===== src/rtl/tsd_pkg.sv =====
package tsd_pkg;
   localparam int RATIO_W = 3;
   localparam int DIV_W   = 1 << RATIO_W;

   typedef struct packed {
      logic [1:0]         spare;
      logic               ext_src;
      logic               fall_edge;
      logic               to_wdt;
      logic [RATIO_W-1:0] ratio;
   } opt_t;

   localparam logic [7:0] OPT_RESET = 8'hFF;
endpackage


===== src/rtl/tsd_phase_sync.sv =====
module tsd_phase_sync #(
   parameter int SYNC_STAGES = 2
) (
   input  logic       clk,
   input  logic       rst_n,
   input  logic       pin,
   input  logic       fall_edge,
   output logic [1:0] phase,
   output logic       instr_tick,
   output logic       ext_ev
);
   logic [SYNC_STAGES:0] chain;
   logic                 samp_q;
   logic                 lvl;
   logic                 sample_now;

   if (SYNC_STAGES < 1 || SYNC_STAGES > 4) begin : g_bad_sync
      $error("SYNC_STAGES must be 1..4");
   end

   assign chain[0] = pin;

   for (genvar i = 0; i < SYNC_STAGES; i++) begin : g_sync
      always_ff @(posedge clk or negedge rst_n) begin
         if (!rst_n) chain[i+1] <= 1'b0;
         else        chain[i+1] <= chain[i];
      end
   end

   always_ff @(posedge clk or negedge rst_n) begin
      if (!rst_n) phase <= 2'd0;
      else        phase <= phase + 2'd1;
   end

   assign sample_now = phase[0];
   assign lvl        = chain[SYNC_STAGES] ^ fall_edge;
   assign instr_tick = (phase == 2'd3);
   assign ext_ev     = sample_now & lvl & ~samp_q;

   always_ff @(posedge clk or negedge rst_n) begin
      if (!rst_n)          samp_q <= 1'b0;
      else if (sample_now) samp_q <= lvl;
   end

   p_phase_step_r2: assert property (@(posedge clk) disable iff (!rst_n)
      $past(rst_n) |-> phase == $past(phase) + 2'd1);
   p_samp_hold_r7: assert property (@(posedge clk) disable iff (!rst_n)
      (!sample_now && $past(rst_n)) |=> $stable(samp_q));
endmodule


===== src/rtl/tsd_wdt.sv =====
module tsd_wdt #(
   parameter int WDT_W = 8
) (
   input  logic clk,
   input  logic rst_n,
   input  logic clr,
   output logic wrap
);
   logic [WDT_W-1:0] cnt_q;

   if (WDT_W < 2 || WDT_W > 24) begin : g_bad_w
      $error("WDT_W must be 2..24");
   end

   always_ff @(posedge clk or negedge rst_n) begin
      if (!rst_n)   cnt_q <= '0;
      else if (clr) cnt_q <= '0;
      else          cnt_q <= cnt_q + 1'b1;
   end

   assign wrap = &cnt_q;

   p_clr_zero_r6: assert property (@(posedge clk) disable iff (!rst_n)
      clr |=> cnt_q == '0);
endmodule


===== src/rtl/tsd_divider.sv =====
module tsd_divider #(
   parameter int RW = 3,
   parameter int DW = 8
) (
   input  logic          clk,
   input  logic          rst_n,
   input  logic          to_wdt,
   input  logic [RW-1:0] ratio,
   input  logic          src_ev,
   input  logic          wdt_wrap,
   input  logic          tmr_wr,
   input  logic          wdt_clr,
   output logic          tmr_tick,
   output logic          wdt_fire
);
   localparam logic [DW-1:0] ONE = DW'(1);

   logic [DW-1:0] div_q, nxt, tmr_mask, wdt_mask;
   logic          clr, inc, tmr_hit, wdt_hit;

   if ((1 << RW) > DW) begin : g_bad_dw
      $error("divider too narrow for ratio field");
   end

   always_comb begin
      nxt      = div_q + ONE;
      tmr_mask = (ONE << ({1'b0, ratio} + {{RW{1'b0}}, 1'b1})) - ONE;
      wdt_mask = (ONE << ratio) - ONE;
      tmr_hit  = (nxt & tmr_mask) == '0;
      wdt_hit  = (nxt & wdt_mask) == '0;
      clr      = to_wdt ? wdt_clr  : tmr_wr;
      inc      = to_wdt ? wdt_wrap : src_ev;
      tmr_tick = to_wdt ? src_ev : (src_ev & tmr_hit);
      wdt_fire = ~wdt_clr & wdt_wrap & (~to_wdt | wdt_hit);
   end

   always_ff @(posedge clk or negedge rst_n) begin
      if (!rst_n)   div_q <= '0;
      else if (clr) div_q <= '0;
      else if (inc) div_q <= nxt;
   end

   p_div_clr_tmr_r5: assert property (@(posedge clk) disable iff (!rst_n)
      (!to_wdt && tmr_wr) |=> div_q == '0);
   p_div_keep_r5: assert property (@(posedge clk) disable iff (!rst_n)
      (to_wdt && tmr_wr && !wdt_wrap && !wdt_clr) |=> $stable(div_q));
   p_div_clr_wdt_r6: assert property (@(posedge clk) disable iff (!rst_n)
      (to_wdt && wdt_clr) |=> div_q == '0);
endmodule


===== src/rtl/tmr_shared_div.sv =====
module tmr_shared_div #(
   parameter int TW          = 8,
   parameter int WDT_W       = 8,
   parameter int SYNC_STAGES = 2
) (
   input  logic          clk,
   input  logic          rst_n,
   input  logic          wr_en,
   input  logic          wr_opt,
   input  logic [TW-1:0] wr_data,
   input  logic          flag_clr,
   input  logic          wdt_clr,
   input  logic          t_pin,
   output logic [TW-1:0] tmr_q,
   output logic [7:0]    opt_q,
   output logic          ovf_flag,
   output logic          wdt_rst
);
   import tsd_pkg::*;

   opt_t opt;
   logic tmr_wr, opt_wr;
   logic instr_tick, ext_ev, src_ev, wdt_wrap, tmr_tick, wdt_fire;
   logic [1:0] phase;

   if (TW < 8) begin : g_bad_tw
      $error("TW must be at least 8");
   end

   assign opt    = opt_t'(opt_q);
   assign tmr_wr = wr_en & ~wr_opt;
   assign opt_wr = wr_en &  wr_opt;

   tsd_phase_sync #(.SYNC_STAGES(SYNC_STAGES)) u_sync (
      .clk(clk), .rst_n(rst_n), .pin(t_pin), .fall_edge(opt.fall_edge),
      .phase(phase), .instr_tick(instr_tick), .ext_ev(ext_ev));

   assign src_ev = opt.ext_src ? ext_ev : instr_tick;

   tsd_wdt #(.WDT_W(WDT_W)) u_wdt (
      .clk(clk), .rst_n(rst_n), .clr(wdt_clr), .wrap(wdt_wrap));

   tsd_divider #(.RW(RATIO_W), .DW(DIV_W)) u_div (
      .clk(clk), .rst_n(rst_n), .to_wdt(opt.to_wdt), .ratio(opt.ratio),
      .src_ev(src_ev), .wdt_wrap(wdt_wrap), .tmr_wr(tmr_wr),
      .wdt_clr(wdt_clr), .tmr_tick(tmr_tick), .wdt_fire(wdt_fire));

   always_ff @(posedge clk or negedge rst_n) begin
      if (!rst_n)      opt_q <= OPT_RESET;
      else if (opt_wr) opt_q <= wr_data[7:0];
   end

   always_ff @(posedge clk or negedge rst_n) begin
      if (!rst_n)        tmr_q <= '0;
      else if (tmr_wr)   tmr_q <= wr_data;
      else if (tmr_tick) tmr_q <= tmr_q + 1'b1;
   end

   always_ff @(posedge clk or negedge rst_n) begin
      if (!rst_n)                               ovf_flag <= 1'b0;
      else if (tmr_tick && !tmr_wr && &tmr_q)   ovf_flag <= 1'b1;
      else if (flag_clr)                        ovf_flag <= 1'b0;
   end

   always_ff @(posedge clk or negedge rst_n) begin
      if (!rst_n) wdt_rst <= 1'b0;
      else        wdt_rst <= wdt_fire;
   end

   p_load_r4: assert property (@(posedge clk) disable iff (!rst_n)
      tmr_wr |=> tmr_q == $past(wr_data));
   p_opt_load_r9: assert property (@(posedge clk) disable iff (!rst_n)
      opt_wr |=> opt_q == $past(wr_data[7:0]));
   p_flag_wrap_r8: assert property (@(posedge clk) disable iff (!rst_n)
      $rose(ovf_flag) |-> tmr_q == '0);
   p_flag_hold_r8: assert property (@(posedge clk) disable iff (!rst_n)
      (ovf_flag && !flag_clr) |=> ovf_flag);
   p_rst_pulse_r6: assert property (@(posedge clk) disable iff (!rst_n)
      wdt_rst |=> !wdt_rst);
endmodule


===== config.mk =====
export PLATFORM = sky130hd
export DESIGN_NAME = tmr_shared_div
export DESIGN_NICKNAME = d
export VERILOG_FILES = /design/src/rtl/tsd_pkg.sv /design/src/rtl/tsd_phase_sync.sv /design/src/rtl/tsd_wdt.sv /design/src/rtl/tsd_divider.sv /design/src/rtl/tmr_shared_div.sv
export SDC_FILE = /design/constraint.sdc
export NUM_CORES = 1
export LEC_CHECK = 0
export ABC_CLOCK_PERIOD_IN_PS = 3200
export BUFFER_PORTS_ARGS = -buffer_cell sky130_fd_sc_hd__clkbuf_2
export CAP_MARGIN = 25
export CORE_MARGIN = 5
export CORE_UTILIZATION = 45
export DETAILED_ROUTE_END_ITERATION = 6
export PLACE_DENSITY_LB_ADDON = 0.08
export RECOVER_POWER = 25
export SLEW_MARGIN = 20
export SYNTH_ARGS = -nofsm -noshare
export SYNTH_HDL_FRONTEND = slang
export SYNTH_HIERARCHICAL = 1
export SYNTH_SLANG_ARGS = --single-unit

===== constraint.sdc =====
create_clock -name clk -period 3.2 [get_ports clk]
set_input_delay 0.32 -clock clk [delete_from_list [all_inputs] [get_ports clk]]
set_output_delay 0.32 -clock clk [all_outputs]
set_load 0.01 [all_outputs]

==> results of run 1 <==
[per-layer routing]
layer / share of wire / track usage / vias up
li1: - / - / 934
met1: 0.48 / 0.2208 / 875
met2: 0.47 / 0.2734 / 22
met3: 0.030 / 0.03437 / 7
met4: 0.013 / 0.05574 / 0
met5: 0 / 0 / -
[registers in the layout (all words and copies together) (netlist names)]
name           count
u_sync/chain       2
tmr_q              8
u_div/div_q        8
u_wdt/cnt_q        8
u_sync/samp_q      1
ovf_flag           1
opt_q              8
u_sync/phase       2
wdt_rst            1
[logic make-up after synthesis]
logic type,count (synthesis),synth area share
and+or+nand+nor,83,0.2060
AOI/OAI and AO/OA,60,0.1577
DFF,39,0.4330
xor gates and xnor gates,18,0.06923
buffers and inverters,18,0.03681
muxes,10,0.04890
adders and majority gates,9,0.04835
[final cells by class]
cell class	instances	area [µm²]	area share
clock buffer	6	82.58	0.03047
timing repair buffer	43	241.5	0.08910
tap	67	83.83	0.03093
sequential	39	985.9	0.3638
clock inverter	2	35.03	0.01293
multi-input combinational	180	1244	0.4589
inverter	9	37.54	0.01385
[what timing repair did]
action	CTS	global route
resized for setup	0	7
setup buffers	0	4
endpoints found under the setup margin	0	5
[worst max-delay path, stage by stage, from the launching register on]
cell and delay (ns):
dfstp_2 0.56, clkinvlp_4 0.15, ha_4 0.30, nand4_1 0.16, ha_4 0.30, o21ai_0 0.06, a21o_1 0.15, a221oi_1 0.23
a32o_2 0.29, nand4_4 0.14, or3_1 0.34, a31oi_1 0.18
[stage by stage]
step,util,setup WS (ns)
after detailed placement,0.5244,0.1807
after floorplan,-,0.0005511
final,0.5626,0.2570
after global routing,0.5626,-0.003048
after CTS,0.5488,0.1260
after global placement,0.5244,0.2326
[power breakdown]
part | switching (mW) | internal, mW | leakage, nW | total, mW
Sequential | 0.0664 | 0.554 | 0.485 | 0.621
Combinational | 0.216 | 0.174 | 0.618 | 0.389
Clock | 0.172 | 0.252 | 0.0612 | 0.424
[cell usage after synthesis, drive strengths merged (3+ instances only)]
cell / count
clkbuf: 3
nand4: 5
nand2: 20
a31oi: 4
or3: 7
o21ai: 28
ha: 8
a21oi: 12
buf: 6
mux2: 9
o32ai: 3
nor2: 17
nand3: 13
inv: 9
dfstp: 8
xnor2: 9
nor2b: 3
nor3: 5
dfrtp: 31
nand2b: 5
xor2: 9
[path summary, 6_finish.rpt]
| check | end | slack [ns] | startpoint |
|---|---|---|---|
| setup / recovery | tmr_q[7]$_DFFE_PN0P_ | 0.26 | opt_q[2]$_DFFE_PN1P_ |
| hold / removal | u_sync/chain[1]$_DFF_PN0_ | 0.14 | t_pin |
| setup reg to reg | tmr_q[7]$_DFFE_PN0P_ | 0.26 | opt_q[2]$_DFFE_PN1P_ |
| hold reg to reg | u_sync/chain[2]$_DFF_PN0_ | 0.35 | u_sync/chain[1]$_DFF_PN0_ |
| max in group asynchronous | tmr_q[4]$_DFFE_PN0P_ | 1.36 | rst_n |
| min in group asynchronous | u_wdt/cnt_q[6]$_DFF_PN0_ | 0.64 | rst_n |
[cells in the final DEF (no fill, tap or decap), types with 9 or more instances in the layout]
cell | Yosys | layout
a21oi_1 | 12 | 12
buf_4 | 1 | 11
clkbuf_2 | 0 | 31
dfrtp_1 | 31 | 31
mux2_2 | 9 | 9
nand2_1 | 20 | 20
nand3_1 | 11 | 11
nor2_1 | 17 | 15
o21ai_0 | 28 | 28
xnor2_1 | 9 | 9
xor2_1 | 9 | 9
==> report_table.html, run 1 <==
<table>
<tr><th>Metric</th><th>Value</th></tr>
<tr><th colspan="2">STA</th></tr>
<tr><td>Clk_skew</td><td>0.01014 ns</td></tr>
<tr><td>Maximum achievable frequency</td><td>339.8 MHz</td></tr>
<tr><td>Final worst hold slack</td><td>0.1394 ns</td></tr>
<tr><td>Final cycle utilization of the critical path</td><td>0.9197</td></tr>
<tr><td>Final count of pins violating max slew</td><td>40</td></tr>
<tr><td>Slew of the pin with the lowest slew margin</td><td>2.107 ns</td></tr>
<tr><td>Setup total negative slack</td><td>0 ns</td></tr>
<tr><td>Remaining max-slew budget at the tightest pin</td><td>-0.4047</td></tr>
<tr><td>Count of final setup violators</td><td>0</td></tr>
<tr><td>Period minus WS final</td><td>2.943 ns</td></tr>
<tr><td>Number of endpoints with negative hold slack in the final report</td><td>0</td></tr>
<tr><th colspan="2">Worst setup path</th></tr>
<tr><td>Critical path start-end classification</td><td>reg2reg</td></tr>
<tr><td>Element type at the critical path end</td><td>flip-flop</td></tr>
<tr><td>Crit Path Max Fanout</td><td>6</td></tr>
<tr><td>Element type at the critical path start</td><td>flip-flop</td></tr>
<tr><td>Crit path DAT</td><td>3.15 ns</td></tr>
<tr><td>Critical path required time</td><td>3.40 ns</td></tr>
<tr><td>Worst Reg-to-Reg Cells</td><td>11</td></tr>
<tr><th colspan="2">Power and ir drop</th></tr>
<tr><td>Ratio of total power to cell area</td><td>529.2 nW/µm²</td></tr>
<tr><td>Overall Power</td><td>1.434 mW</td></tr>
<tr><td>Leakage</td><td>1.164 nW</td></tr>
<tr><td>Worst vdd rail ir drop</td><td>0.2817 mV</td></tr>
<tr><th colspan="2">Synth</th></tr>
<tr><td>Cell accounting for the most synthesized area</td><td>dfrtp_1</td></tr>
<tr><td>Number of synthesized flops with an enable pin</td><td>0</td></tr>
<tr><td>Netlist area before placement</td><td>2277 µm²</td></tr>
<tr><td>Netlist cell types</td><td>47</td></tr>
<tr><td>Syn Nets</td><td>260</td></tr>
<tr><td>Fraction of the yosys area taken by sequential cells</td><td>0.4330</td></tr>
<tr><td>Yosys warnings</td><td>6</td></tr>
<tr><td>Gate count after technology mapping</td><td>237</td></tr>
<tr><td>Flop and latch count out of synthesis</td><td>39</td></tr>
<tr><td>Mean Syn Cell Area</td><td>9.608 µm²</td></tr>
<tr><td>Leading cell types by total area after synthesis</td><td>dfrtp_1 34%, dfstp_2 9.2%, o21ai_0 6.2%, mux2_2 4.5%, ha_1 4.4%</td></tr>
<tr><td>FFs w/ async S/R, synth</td><td>1.000</td></tr>
<tr><td>Ys flop type</td><td>dfrtp_1</td></tr>
<tr><td>Area fraction of the dominant cell type after synthesis</td><td>0.3407</td></tr>
<tr><th colspan="2">Route</th></tr>
<tr><td>DRT antenna net count</td><td>0</td></tr>
<tr><td>Detailed router's first-iteration violation count</td><td>119</td></tr>
<tr><td>DRC violation count after routing</td><td>0</td></tr>
<tr><td>Drt via density</td><td>5.312</td></tr>
<tr><td>Final routed wire length divided by cell count</td><td>14.26 µm</td></tr>
<tr><td>DR vias</td><td>1838</td></tr>
<tr><td>Wire length after detailed routing</td><td>4935 µm</td></tr>
<tr><td>Drt first pass iters</td><td>4</td></tr>
<tr><th colspan="2">Floorplan</th></tr>
<tr><td>Cell row count</td><td>25</td></tr>
<tr><td>Starting utilization of the core area</td><td>0.4727</td></tr>
<tr><td>Vertical die dimension</td><td>81.14 µm</td></tr>
<tr><td>Die footprint</td><td>6583 µm²</td></tr>
<tr><td>Top Ports</td><td>33</td></tr>
<tr><td>Chip width</td><td>81.14 µm</td></tr>
<tr><td>Placeable Area</td><td>4817 µm²</td></tr>
<tr><th colspan="2">Clock tree</th></tr>
<tr><td>TritonCTS clock tree</td><td>done</td></tr>
<tr><td>Clock latency reported for the late side of the worst-skew pair</td><td>0.29 ns</td></tr>
<tr><td>Number of buffers inserted for hold repair after clock tree synthesis</td><td>0</td></tr>
<tr><td>Clock Root Buffer</td><td>clkbuf_8</td></tr>
<tr><td>Number of H-tree levels</td><td>2</td></tr>
<tr><td>Cts bufs inserted</td><td>5</td></tr>
<tr><td>Clk buf depth</td><td>2</td></tr>
<tr><td>Reg clk slew, reported paths</td><td>0.08 ns</td></tr>
<tr><td>Clk sinks</td><td>39</td></tr>
<tr><th colspan="2">Placement</th></tr>
<tr><td>Placed wire-length estimate</td><td>3553 µm</td></tr>
<tr><td>I/O Buffers</td><td>32</td></tr>
<tr><td>Cell Count Post-Placement</td><td>334</td></tr>
<tr><td>Post-placement cell area</td><td>2526 µm²</td></tr>
<tr><td>RePlAce Congestion</td><td>0.8343</td></tr>
<tr><th colspan="2">Global route</th></tr>
<tr><td>Via count of the first global-routing pass</td><td>1818</td></tr>
<tr><td>First-pass GRT wire length</td><td>8604 µm</td></tr>
<tr><td>Antenna violations before repair</td><td>0</td></tr>
<tr><td>Maximum number of pins on one net before global-route repair</td><td>40</td></tr>
<tr><td>Grt ovf</td><td>0</td></tr>
<tr><td>GRT Overall Usage</td><td>0.1673</td></tr>
<tr><th colspan="2">Worst hold path</th></tr>
<tr><td>Hold Crit Class</td><td>in2reg</td></tr>
<tr><td>Hold Path Cell Cnt</td><td>1</td></tr>
<tr><th colspan="2">Run status</th></tr>
<tr><td>Outcome</td><td>finished with violations</td></tr>
<tr><td>Failing checks</td><td>max-capacitance violations, max-slew violations</td></tr>
<tr><th colspan="2">Cells and area</th></tr>
<tr><td>Post-Layout Inst Area</td><td>2710 µm²</td></tr>
<tr><td>Layout cells sized above 1</td><td>0.2832</td></tr>
<tr><td>Layout Nets</td><td>301</td></tr>
<tr><td>Area added between synthesis and finish</td><td>19.01%</td></tr>
<tr><td>Number of fill cells in the layout</td><td>474</td></tr>
<tr><td>Post-route insts no fill</td><td>346</td></tr>
<tr><td>Diode insertion count for antenna repair</td><td>0</td></tr>
<tr><th colspan="2">Job</th></tr>
<tr><td>Max_cap viols</td><td>1</td></tr>
</table>
No activity file was read; power rests on OpenSTA's default activity.
==> run 2: changes to the inputs <==
- SYNTH_HIERARCHICAL: 1 -> default
==> run 2 against run 1 <==
Compared with the run above:
- sequential share of layout area about the same
- design area about the same
- highest routed layer unchanged
- die area up 4.3%
- the flow still finishes with violations (max-capacitance violations, max-slew violations)
- largest cell class unchanged
- setup slack worse by 0.094 ns
- sequential power up 4.0%
- power up 1.8%
- combinational power up 30%
- global-route usage down 1.9 points
- core utilization down 3.6 points
- routed wire length down 1.3%
- synthesized cell count up 4.6%
- clock-buffer cell count up 2
==> report_table.html, run 2 <==
<table>
<tr><th>Metric</th><th>Value</th></tr>
<tr><th colspan="2">Run status</th></tr>
<tr><td>Outcome</td><td>finished with violations</td></tr>
<tr><td>Failing checks</td><td>max-capacitance violations, max-slew violations</td></tr>
<tr><th colspan="2">Worst setup path</th></tr>
<tr><td>Worst Reg-to-Reg Cells</td><td>13</td></tr>
<tr><td>Crit Path Max Fanout</td><td>14</td></tr>
<tr><td>Element type at the critical path start</td><td>flip-flop</td></tr>
<tr><td>Critical path required time</td><td>3.36 ns</td></tr>
<tr><td>Crit path DAT</td><td>3.20 ns</td></tr>
<tr><td>Critical path start-end classification</td><td>reg2reg</td></tr>
<tr><td>Element type at the critical path end</td><td>flip-flop</td></tr>
<tr><th colspan="2">Global route</th></tr>
<tr><td>Antenna violations before repair</td><td>0</td></tr>
<tr><td>First-pass GRT wire length</td><td>8604 µm</td></tr>
<tr><td>GR Layer Usage met1</td><td>0.2081</td></tr>
<tr><td>Global routing met3 resource utilization</td><td>0.03564</td></tr>
<tr><td>GRT Overall Usage</td><td>0.1485</td></tr>
<tr><td>Most crowded layer after global routing</td><td>met2</td></tr>
<tr><td>Grt ovf</td><td>0</td></tr>
<tr><td>Met2 Resource Use GR</td><td>0.2318</td></tr>
<tr><td>Via count of the first global-routing pass</td><td>1838</td></tr>
<tr><td>Maximum number of pins on one net before global-route repair</td><td>40</td></tr>
<tr><th colspan="2">Synth</th></tr>
<tr><td>FFs w/ async S/R, synth</td><td>1.000</td></tr>
<tr><td>Netlist cell types</td><td>53</td></tr>
<tr><td>Netlist area before placement</td><td>2389 µm²</td></tr>
<tr><td>Most frequent cell after synthesis</td><td>dfrtp_1</td></tr>
<tr><td>Area fraction of the dominant cell type after synthesis</td><td>0.3248</td></tr>
<tr><td>Yosys warnings</td><td>0</td></tr>
<tr><td>Syn Nets</td><td>271</td></tr>
<tr><td>Number of synthesized flops with an enable pin</td><td>0</td></tr>
<tr><td>Fraction of the yosys area taken by sequential cells</td><td>0.4128</td></tr>
<tr><td>Ys flop type</td><td>dfrtp_1</td></tr>
<tr><td>Flop and latch count out of synthesis</td><td>39</td></tr>
<tr><td>Leading cell types by total area after synthesis</td><td>dfrtp_1 32%, dfstp_2 8.8%, xnor2_1 4.8%, nor2_1 4.6%, ha_1 4.2%</td></tr>
<tr><td>Gate count after technology mapping</td><td>248</td></tr>
<tr><td>Cell accounting for the most synthesized area</td><td>dfrtp_1</td></tr>
<tr><td>Most used standard cells in the synthesized netlist</td><td>31 x dfrtp_1, 29 x nor2_1, 23 x nand2_1</td></tr>
<tr><td>Mean Syn Cell Area</td><td>9.631 µm²</td></tr>
<tr><th colspan="2">STA</th></tr>
<tr><td>Unrepaired setup endpoints after global routing</td><td>false</td></tr>
<tr><td>Maximum achievable frequency</td><td>329.3 MHz</td></tr>
<tr><td>Final worst hold slack</td><td>0.1485 ns</td></tr>
<tr><td>Remaining max-slew budget at the tightest pin</td><td>-0.3953</td></tr>
<tr><td>Post-layout worst setup margin</td><td>0.1629 ns</td></tr>
<tr><td>Slew of the pin with the lowest slew margin</td><td>2.093 ns</td></tr>
<tr><td>Count of final setup violators</td><td>0</td></tr>
<tr><td>Number of endpoints with negative hold slack in the final report</td><td>0</td></tr>
<tr><td>Final cycle utilization of the critical path</td><td>0.9491</td></tr>
<tr><td>Clk_skew</td><td>0.007121 ns</td></tr>
<tr><td>Final count of pins violating max slew</td><td>40</td></tr>
<tr><td>Setup total negative slack</td><td>0 ns</td></tr>
<tr><td>Period minus WS final</td><td>3.037 ns</td></tr>
<tr><th colspan="2">Placement</th></tr>
<tr><td>Post-placement cell area</td><td>2630 µm²</td></tr>
<tr><td>I/O Buffers</td><td>32</td></tr>
<tr><td>Setup WS pre-CTS</td><td>0.1602 ns</td></tr>
<tr><td>Placed wire-length estimate</td><td>3537 µm</td></tr>
<tr><td>RePlAce Congestion</td><td>0.7878</td></tr>
<tr><th colspan="2">Floorplan</th></tr>
<tr><td>Placeable Area</td><td>5140 µm²</td></tr>
<tr><td>Cell row count</td><td>26</td></tr>
<tr><td>Top Ports</td><td>33</td></tr>
<tr><td>Chip width</td><td>82.86 µm</td></tr>
<tr><td>Vertical die dimension</td><td>82.86 µm</td></tr>
<tr><td>Starting utilization of the core area</td><td>0.4647</td></tr>
<tr><td>Die footprint</td><td>6865 µm²</td></tr>
<tr><th colspan="2">Route</th></tr>
<tr><td>Drt via density</td><td>5.263</td></tr>
<tr><td>DRC violation count after routing</td><td>0</td></tr>
<tr><td>Wire length after detailed routing</td><td>4872 µm</td></tr>
<tr><td>Drt first pass iters</td><td>4</td></tr>
<tr><td>Final routed wire length divided by cell count</td><td>13.76 µm</td></tr>
<tr><td>Detailed router's first-iteration violation count</td><td>94</td></tr>
<tr><td>DR vias</td><td>1863</td></tr>
<tr><td>DRT antenna net count</td><td>0</td></tr>
<tr><th colspan="2">Clock tree</th></tr>
<tr><td>Cts bufs inserted</td><td>5</td></tr>
<tr><td>TritonCTS clock tree</td><td>done</td></tr>
<tr><td>Clock Root Buffer</td><td>clkbuf_8</td></tr>
<tr><td>Reg clk slew, reported paths</td><td>0.07 ns</td></tr>
<tr><td>Clk buf depth</td><td>2</td></tr>
<tr><td>Number of H-tree levels</td><td>2</td></tr>
<tr><td>Clock latency reported for the late side of the worst-skew pair</td><td>0.28 ns</td></tr>
<tr><td>Number of buffers inserted for hold repair after clock tree synthesis</td><td>0</td></tr>
<tr><td>Clk sinks</td><td>39</td></tr>
<tr><th colspan="2">Cells and area</th></tr>
<tr><td>Post-Layout Inst Area</td><td>2709 µm²</td></tr>
<tr><td>Seq. cell area</td><td>985.9 µm²</td></tr>
<tr><td>Layout cells sized above 1</td><td>0.3028</td></tr>
<tr><td>Most used cells in the layout excluding fill and tap cells</td><td>31 x clkbuf_2, 31 x dfrtp_1, 29 x nor2_1</td></tr>
<tr><td>Diode insertion count for antenna repair</td><td>0</td></tr>
<tr><td>Footprint of the multi-input gates</td><td>1299 µm²</td></tr>
<tr><td>Area added between synthesis and finish</td><td>13.41%</td></tr>
<tr><td>Number of fill cells in the layout</td><td>506</td></tr>
<tr><td>Layout Nets</td><td>306</td></tr>
<tr><td>Post-route core utilization</td><td>0.5270</td></tr>
<tr><th colspan="2">Power and ir drop</th></tr>
<tr><td>Flop pwr share</td><td>0.443</td></tr>
<tr><td>Comb pwr share</td><td>0.345</td></tr>
<tr><td>Leakage</td><td>1.216 nW</td></tr>
<tr><td>Clock group share of total power</td><td>0.212</td></tr>
<tr><td>Fraction of power spent switching nets</td><td>0.3502</td></tr>
<tr><td>Cell internal pwr</td><td>0.9483 mW</td></tr>
<tr><td>Ratio of total power to cell area</td><td>538.7 nW/µm²</td></tr>
<tr><td>Worst vdd rail ir drop</td><td>0.3056 mV</td></tr>
<tr><td>Net load switching power</td><td>0.5110 mW</td></tr>
<tr><th colspan="2">Worst hold path</th></tr>
<tr><td>Hold Path Cell Cnt</td><td>1</td></tr>
<tr><td>Hold Crit Class</td><td>in2reg</td></tr>
<tr><th colspan="2">Job</th></tr>
<tr><td>Max_cap viols</td><td>1</td></tr>
</table>
run 2: layout make-up:
class | count | area share
Multi-Input combinational cell | 187 | 0.4794
Sequential cell | 39 | 0.3640
Timing Repair Buffer | 40 | 0.08083
Tap cell | 70 | 0.03233
Clock buffer | 8 | 0.02956
Inverter | 10 | 0.01386
run 2: kinds of logic (layout without fill, tap and decap cells):
group                      count (synthesis)  count (layout)  share of synthesized area
AOI/OAI and AO/OA                         54              54                     0.1718
xor gates and xnor gates                  19              19                    0.07281
adders and majority gates                  9               9                    0.04610
buffers and inverters                     22              58                    0.05552
DFF                                       39              39                     0.4128
muxes                                      9               9                    0.04191
and+or+nand+nor                           96              96                     0.1991
run 2: what timing repair did:
| action | 4_1_cts | 5_1_grt |
|---|---|---|
| buffers inserted | 0 | 0 |
| setup endpoints to repair | 0 | 6 |
| gates resized for setup | 0 | 1 |
run 2: final timing paths:
| path | start | end | slack (ns) |
|---|---|---|---|
| min | t_pin | u_sync.chain[1]$_DFF_PN0_ | 0.15 |
| min reg2reg | u_sync.chain[1]$_DFF_PN0_ | u_sync.chain[2]$_DFF_PN0_ | 0.36 |
| max | opt_q[2]$_DFFE_PN1P_ | tmr_q[2]$_DFFE_PN0P_ | 0.16 |
| max in group asynchronous | rst_n | tmr_q[0]$_DFFE_PN0P_ | 1.37 |
| min in group asynchronous | rst_n | u_wdt.cnt_q[5]$_DFF_PN0_ | 0.64 |
| max reg2reg | opt_q[2]$_DFFE_PN1P_ | tmr_q[2]$_DFFE_PN0P_ | 0.16 |
run 2: through the flow:
step,instances,power [mW]
CTS,354,1.486
global route,354,1.582
floorplan,248,1.024
detailed placement,346,1.164
finish,354,1.459
global placement,346,1.160
run 2: worst max-delay path: stages (launching register included):
cell,delay [ns]
dfstp_2,0.54
inv_2,0.05
ha_4,0.26
inv_1,0.04
or3_4,0.34
ha_4,0.19
or3b_2,0.43
a21oi_1,0.15
a31oi_1,0.06
o22ai_2,0.15
o41ai_4,0.10
buf_4,0.20
and3_2,0.21
a211o_1,0.22
run 2: layer usage:
metal  routed length, µm  up-vias
met5                   0        -
met4                  25        0
li1                    -      945
met2                2255       26
met3                 156        2
met1                2434      890
run 2: power groups by stage:
| stage | clock, mW | combinational (mW) | sequential (mW) |
|---|---|---|---|
| 3_3_place_gp | 0 | 0.507 | 0.653 |
| 6_report | 0.310 | 0.504 | 0.646 |
| 4_1_cts | 0.327 | 0.514 | 0.644 |
| 5_1_grt | 0.352 | 0.570 | 0.660 |
| 2_1_floorplan | 0 | 0.368 | 0.656 |
| 3_5_place_dp | 0 | 0.510 | 0.653 |
==> run 3: changes to the inputs <==
- CORE_UTILIZATION: 45 -> 52
==> run 3 against run 2 <==
Compared with the run above:
- core utilization is 9.1 points higher
- combinational power is 2% higher
- non-clock buffer count is 1 lower
- register-to-register slack hardly changed
- sequential power hardly changed
- largest power group unchanged
- the run still ends with max-capacitance violations, max-slew violations left
==> report_table.html, run 3 (synthesized netlist as in run 2, its figures left out) <==
<table>
<tr><th>Metric</th><th>Value</th></tr>
<tr><th colspan="2">STA</th></tr>
<tr><td>Period minus WS final</td><td>3.034 ns</td></tr>
<tr><td>Final cycle utilization of the critical path</td><td>0.9480</td></tr>
<tr><td>Final count of pins violating max slew</td><td>40</td></tr>
<tr><td>Slew of the pin with the lowest slew margin</td><td>2.056 ns</td></tr>
<tr><td>Remaining max-slew budget at the tightest pin</td><td>-0.3706</td></tr>
<tr><td>Setup total negative slack</td><td>0 ns</td></tr>
<tr><td>Clk_skew</td><td>0.01036 ns</td></tr>
<tr><td>Unrepaired setup endpoints after global routing</td><td>false</td></tr>
<tr><td>Count of final setup violators</td><td>0</td></tr>
<tr><td>Number of endpoints with negative hold slack in the final report</td><td>0</td></tr>
<tr><td>Maximum achievable frequency</td><td>329.6 MHz</td></tr>
<tr><td>Final worst hold slack</td><td>0.1334 ns</td></tr>
<tr><td>Post-layout worst setup margin</td><td>0.1663 ns</td></tr>
<tr><th colspan="2">Placement</th></tr>
<tr><td>Setup WS pre-CTS</td><td>0.1417 ns</td></tr>
<tr><td>Cell Count Post-Placement</td><td>327</td></tr>
<tr><td>RePlAce Congestion</td><td>0.8417</td></tr>
<tr><td>Placed wire-length estimate</td><td>3611 µm</td></tr>
<tr><td>I/O Buffers</td><td>32</td></tr>
<tr><th colspan="2">Cells and area</th></tr>
<tr><td>Number of fill cells in the layout</td><td>395</td></tr>
<tr><td>Most used cells in the layout excluding fill and tap cells</td><td>31 x clkbuf_2, 31 x dfrtp_1, 29 x nor2_1</td></tr>
<tr><td>Area added between synthesis and finish</td><td>14.20%</td></tr>
<tr><td>Seq. cell area</td><td>985.9 µm²</td></tr>
<tr><td>Layout Nets</td><td>305</td></tr>
<tr><td>Footprint of the multi-input gates</td><td>1299 µm²</td></tr>
<tr><td>Diode insertion count for antenna repair</td><td>0</td></tr>
<tr><td>Post-route insts no fill</td><td>335</td></tr>
<tr><td>Layout cells sized above 1</td><td>0.3110</td></tr>
<tr><th colspan="2">Power and ir drop</th></tr>
<tr><td>Net load switching power</td><td>0.5525 mW</td></tr>
<tr><td>Flop pwr share</td><td>0.408</td></tr>
<tr><td>Leakage</td><td>1.233 nW</td></tr>
<tr><td>Cell internal pwr</td><td>1.034 mW</td></tr>
<tr><td>Clock group share of total power</td><td>0.268</td></tr>
<tr><td>Fraction of power spent switching nets</td><td>0.3483</td></tr>
<tr><td>Ratio of total power to cell area</td><td>581.5 nW/µm²</td></tr>
<tr><td>Comb pwr share</td><td>0.324</td></tr>
<tr><td>Worst vdd rail ir drop</td><td>0.3338 mV</td></tr>
<tr><th colspan="2">Job</th></tr>
<tr><td>Max_cap viols</td><td>1</td></tr>
<tr><th colspan="2">Floorplan</th></tr>
<tr><td>Vertical die dimension</td><td>77.78 µm</td></tr>
<tr><td>Cell row count</td><td>24</td></tr>
<tr><td>Top Ports</td><td>33</td></tr>
<tr><td>Starting utilization of the core area</td><td>0.5411</td></tr>
<tr><td>Chip width</td><td>77.78 µm</td></tr>
<tr><td>Placeable Area</td><td>4414 µm²</td></tr>
<tr><td>Die footprint</td><td>6049 µm²</td></tr>
<tr><th colspan="2">Route</th></tr>
<tr><td>Wire length after detailed routing</td><td>4936 µm</td></tr>
<tr><td>DRC violation count after routing</td><td>0</td></tr>
<tr><td>Detailed router's first-iteration violation count</td><td>107</td></tr>
<tr><td>DRT antenna net count</td><td>0</td></tr>
<tr><td>Drt first pass iters</td><td>4</td></tr>
<tr><td>Drt via density</td><td>5.606</td></tr>
<tr><td>DR vias</td><td>1878</td></tr>
<tr><td>Final routed wire length divided by cell count</td><td>14.73 µm</td></tr>
<tr><th colspan="2">Run status</th></tr>
<tr><td>Failing checks</td><td>max-capacitance violations, max-slew violations</td></tr>
<tr><td>Outcome</td><td>finished with violations</td></tr>
<tr><th colspan="2">Clock tree</th></tr>
<tr><td>Clk sinks</td><td>39</td></tr>
<tr><td>Number of H-tree levels</td><td>2</td></tr>
<tr><td>Number of buffers inserted for hold repair after clock tree synthesis</td><td>0</td></tr>
<tr><td>Clk buf depth</td><td>2</td></tr>
<tr><td>Clock Root Buffer</td><td>clkbuf_8</td></tr>
<tr><td>Reg clk slew, reported paths</td><td>0.08 ns</td></tr>
<tr><td>Clock latency reported for the late side of the worst-skew pair</td><td>0.29 ns</td></tr>
<tr><td>Cts bufs inserted</td><td>5</td></tr>
<tr><td>TritonCTS clock tree</td><td>done</td></tr>
<tr><th colspan="2">Worst setup path</th></tr>
<tr><td>Element type at the critical path start</td><td>flip-flop</td></tr>
<tr><td>Critical path required time</td><td>3.38 ns</td></tr>
<tr><td>Critical path start-end classification</td><td>reg2reg</td></tr>
<tr><td>Element type at the critical path end</td><td>flip-flop</td></tr>
<tr><td>Crit Path Max Fanout</td><td>15</td></tr>
<tr><td>Crit path DAT</td><td>3.21 ns</td></tr>
<tr><th colspan="2">Global route</th></tr>
<tr><td>Via count of the first global-routing pass</td><td>1903</td></tr>
<tr><td>First-pass GRT wire length</td><td>8894 µm</td></tr>
<tr><td>Grt ovf</td><td>0</td></tr>
<tr><td>Maximum number of pins on one net before global-route repair</td><td>40</td></tr>
<tr><td>GRT Overall Usage</td><td>0.1760</td></tr>
<tr><td>Antenna violations before repair</td><td>0</td></tr>
<tr><th colspan="2">Worst hold path</th></tr>
<tr><td>Hold Crit Class</td><td>in2reg</td></tr>
</table>
[run 3: cell types whose count changed in the layout (fill, tap and decap cells not counted), sizes merged]
cell	change
buf	-1
bufinv	+1
clkbuf	-3
clkinv	+1
inv	+1
[run 3: layout make-up]
cell class / count / share of cell area
Sequential cell: 39 / 0.3615
Clock inverter: 3 / 0.01743
Multi-Input combinational cell: 187 / 0.4761
Tap cell: 52 / 0.02385
Clock buffer: 5 / 0.02523
Timing Repair Buffer: 39 / 0.08211
Inverter: 10 / 0.01376
[run 3: repair_timing]
action,CTS,global route
endpoints found under the setup margin,0,1
setup buffers,0,0
resized for setup,0,1
[run 3: path summary, 6_finish.rpt]
| check | cells past startpoint | startpoint | slack [ns] | end |
|---|---|---|---|---|
| max | 13 | opt_q[2]$_DFFE_PN1P_ | 0.17 | tmr_q[2]$_DFFE_PN0P_ |
| min | 1 | t_pin | 0.13 | u_sync.chain[1]$_DFF_PN0_ |
| max reg2reg | 13 | opt_q[2]$_DFFE_PN1P_ | 0.17 | tmr_q[2]$_DFFE_PN0P_ |
| min reg2reg | 0 | u_sync.chain[1]$_DFF_PN0_ | 0.36 | u_sync.chain[2]$_DFF_PN0_ |
| max in group asynchronous | 1 | rst_n | 1.41 | u_div.div_q[1]$_DFFE_PN0P_ |
| min in group asynchronous | 1 | rst_n | 0.60 | u_div.div_q[7]$_DFFE_PN0P_ |
[run 3: metal layers]
layer / wire [µm] / share of wire / track usage
met1: 2310 / 0.47 / 0.2420
met2: 2353 / 0.48 / 0.2771
met3: 224 / 0.045 / 0.04514
met4: 46 / 0.0093 / 0.04296
met5: 0 / 0 / 0
[run 3: metrics by stage]
step                      utilization  cell area [µm²]  total power, mW
after CTS                      0.6182             2729            1.603
after floorplan                     -             2427            1.024
after detailed placement       0.5918             2613            1.172
final                          0.6179             2728            1.586
after global routing           0.6179             2728            1.700
after global placement         0.5918             2613            1.155
[run 3: worst max-delay path, cell delays in order (launching register included)]
cell and delay (ns):
dfstp_2 0.54, inv_2 0.05, ha_4 0.26, inv_1 0.05
or3_4 0.34, ha_4 0.19, or3b_2 0.44, a21oi_1 0.16
a31oi_1 0.07, o22ai_2 0.14, o41ai_4 0.11, buf_12 0.17
and3_2 0.19, a211o_1 0.21
[run 3: power groups by stage]
stage | clock network [mW] | logic, mW | registers (mW)
after CTS | 0.437 | 0.520 | 0.646
after global routing | 0.460 | 0.577 | 0.663
after global placement | 0 | 0.504 | 0.651
after floorplan | 0 | 0.368 | 0.656
final | 0.426 | 0.513 | 0.647
after detailed placement | 0 | 0.517 | 0.655
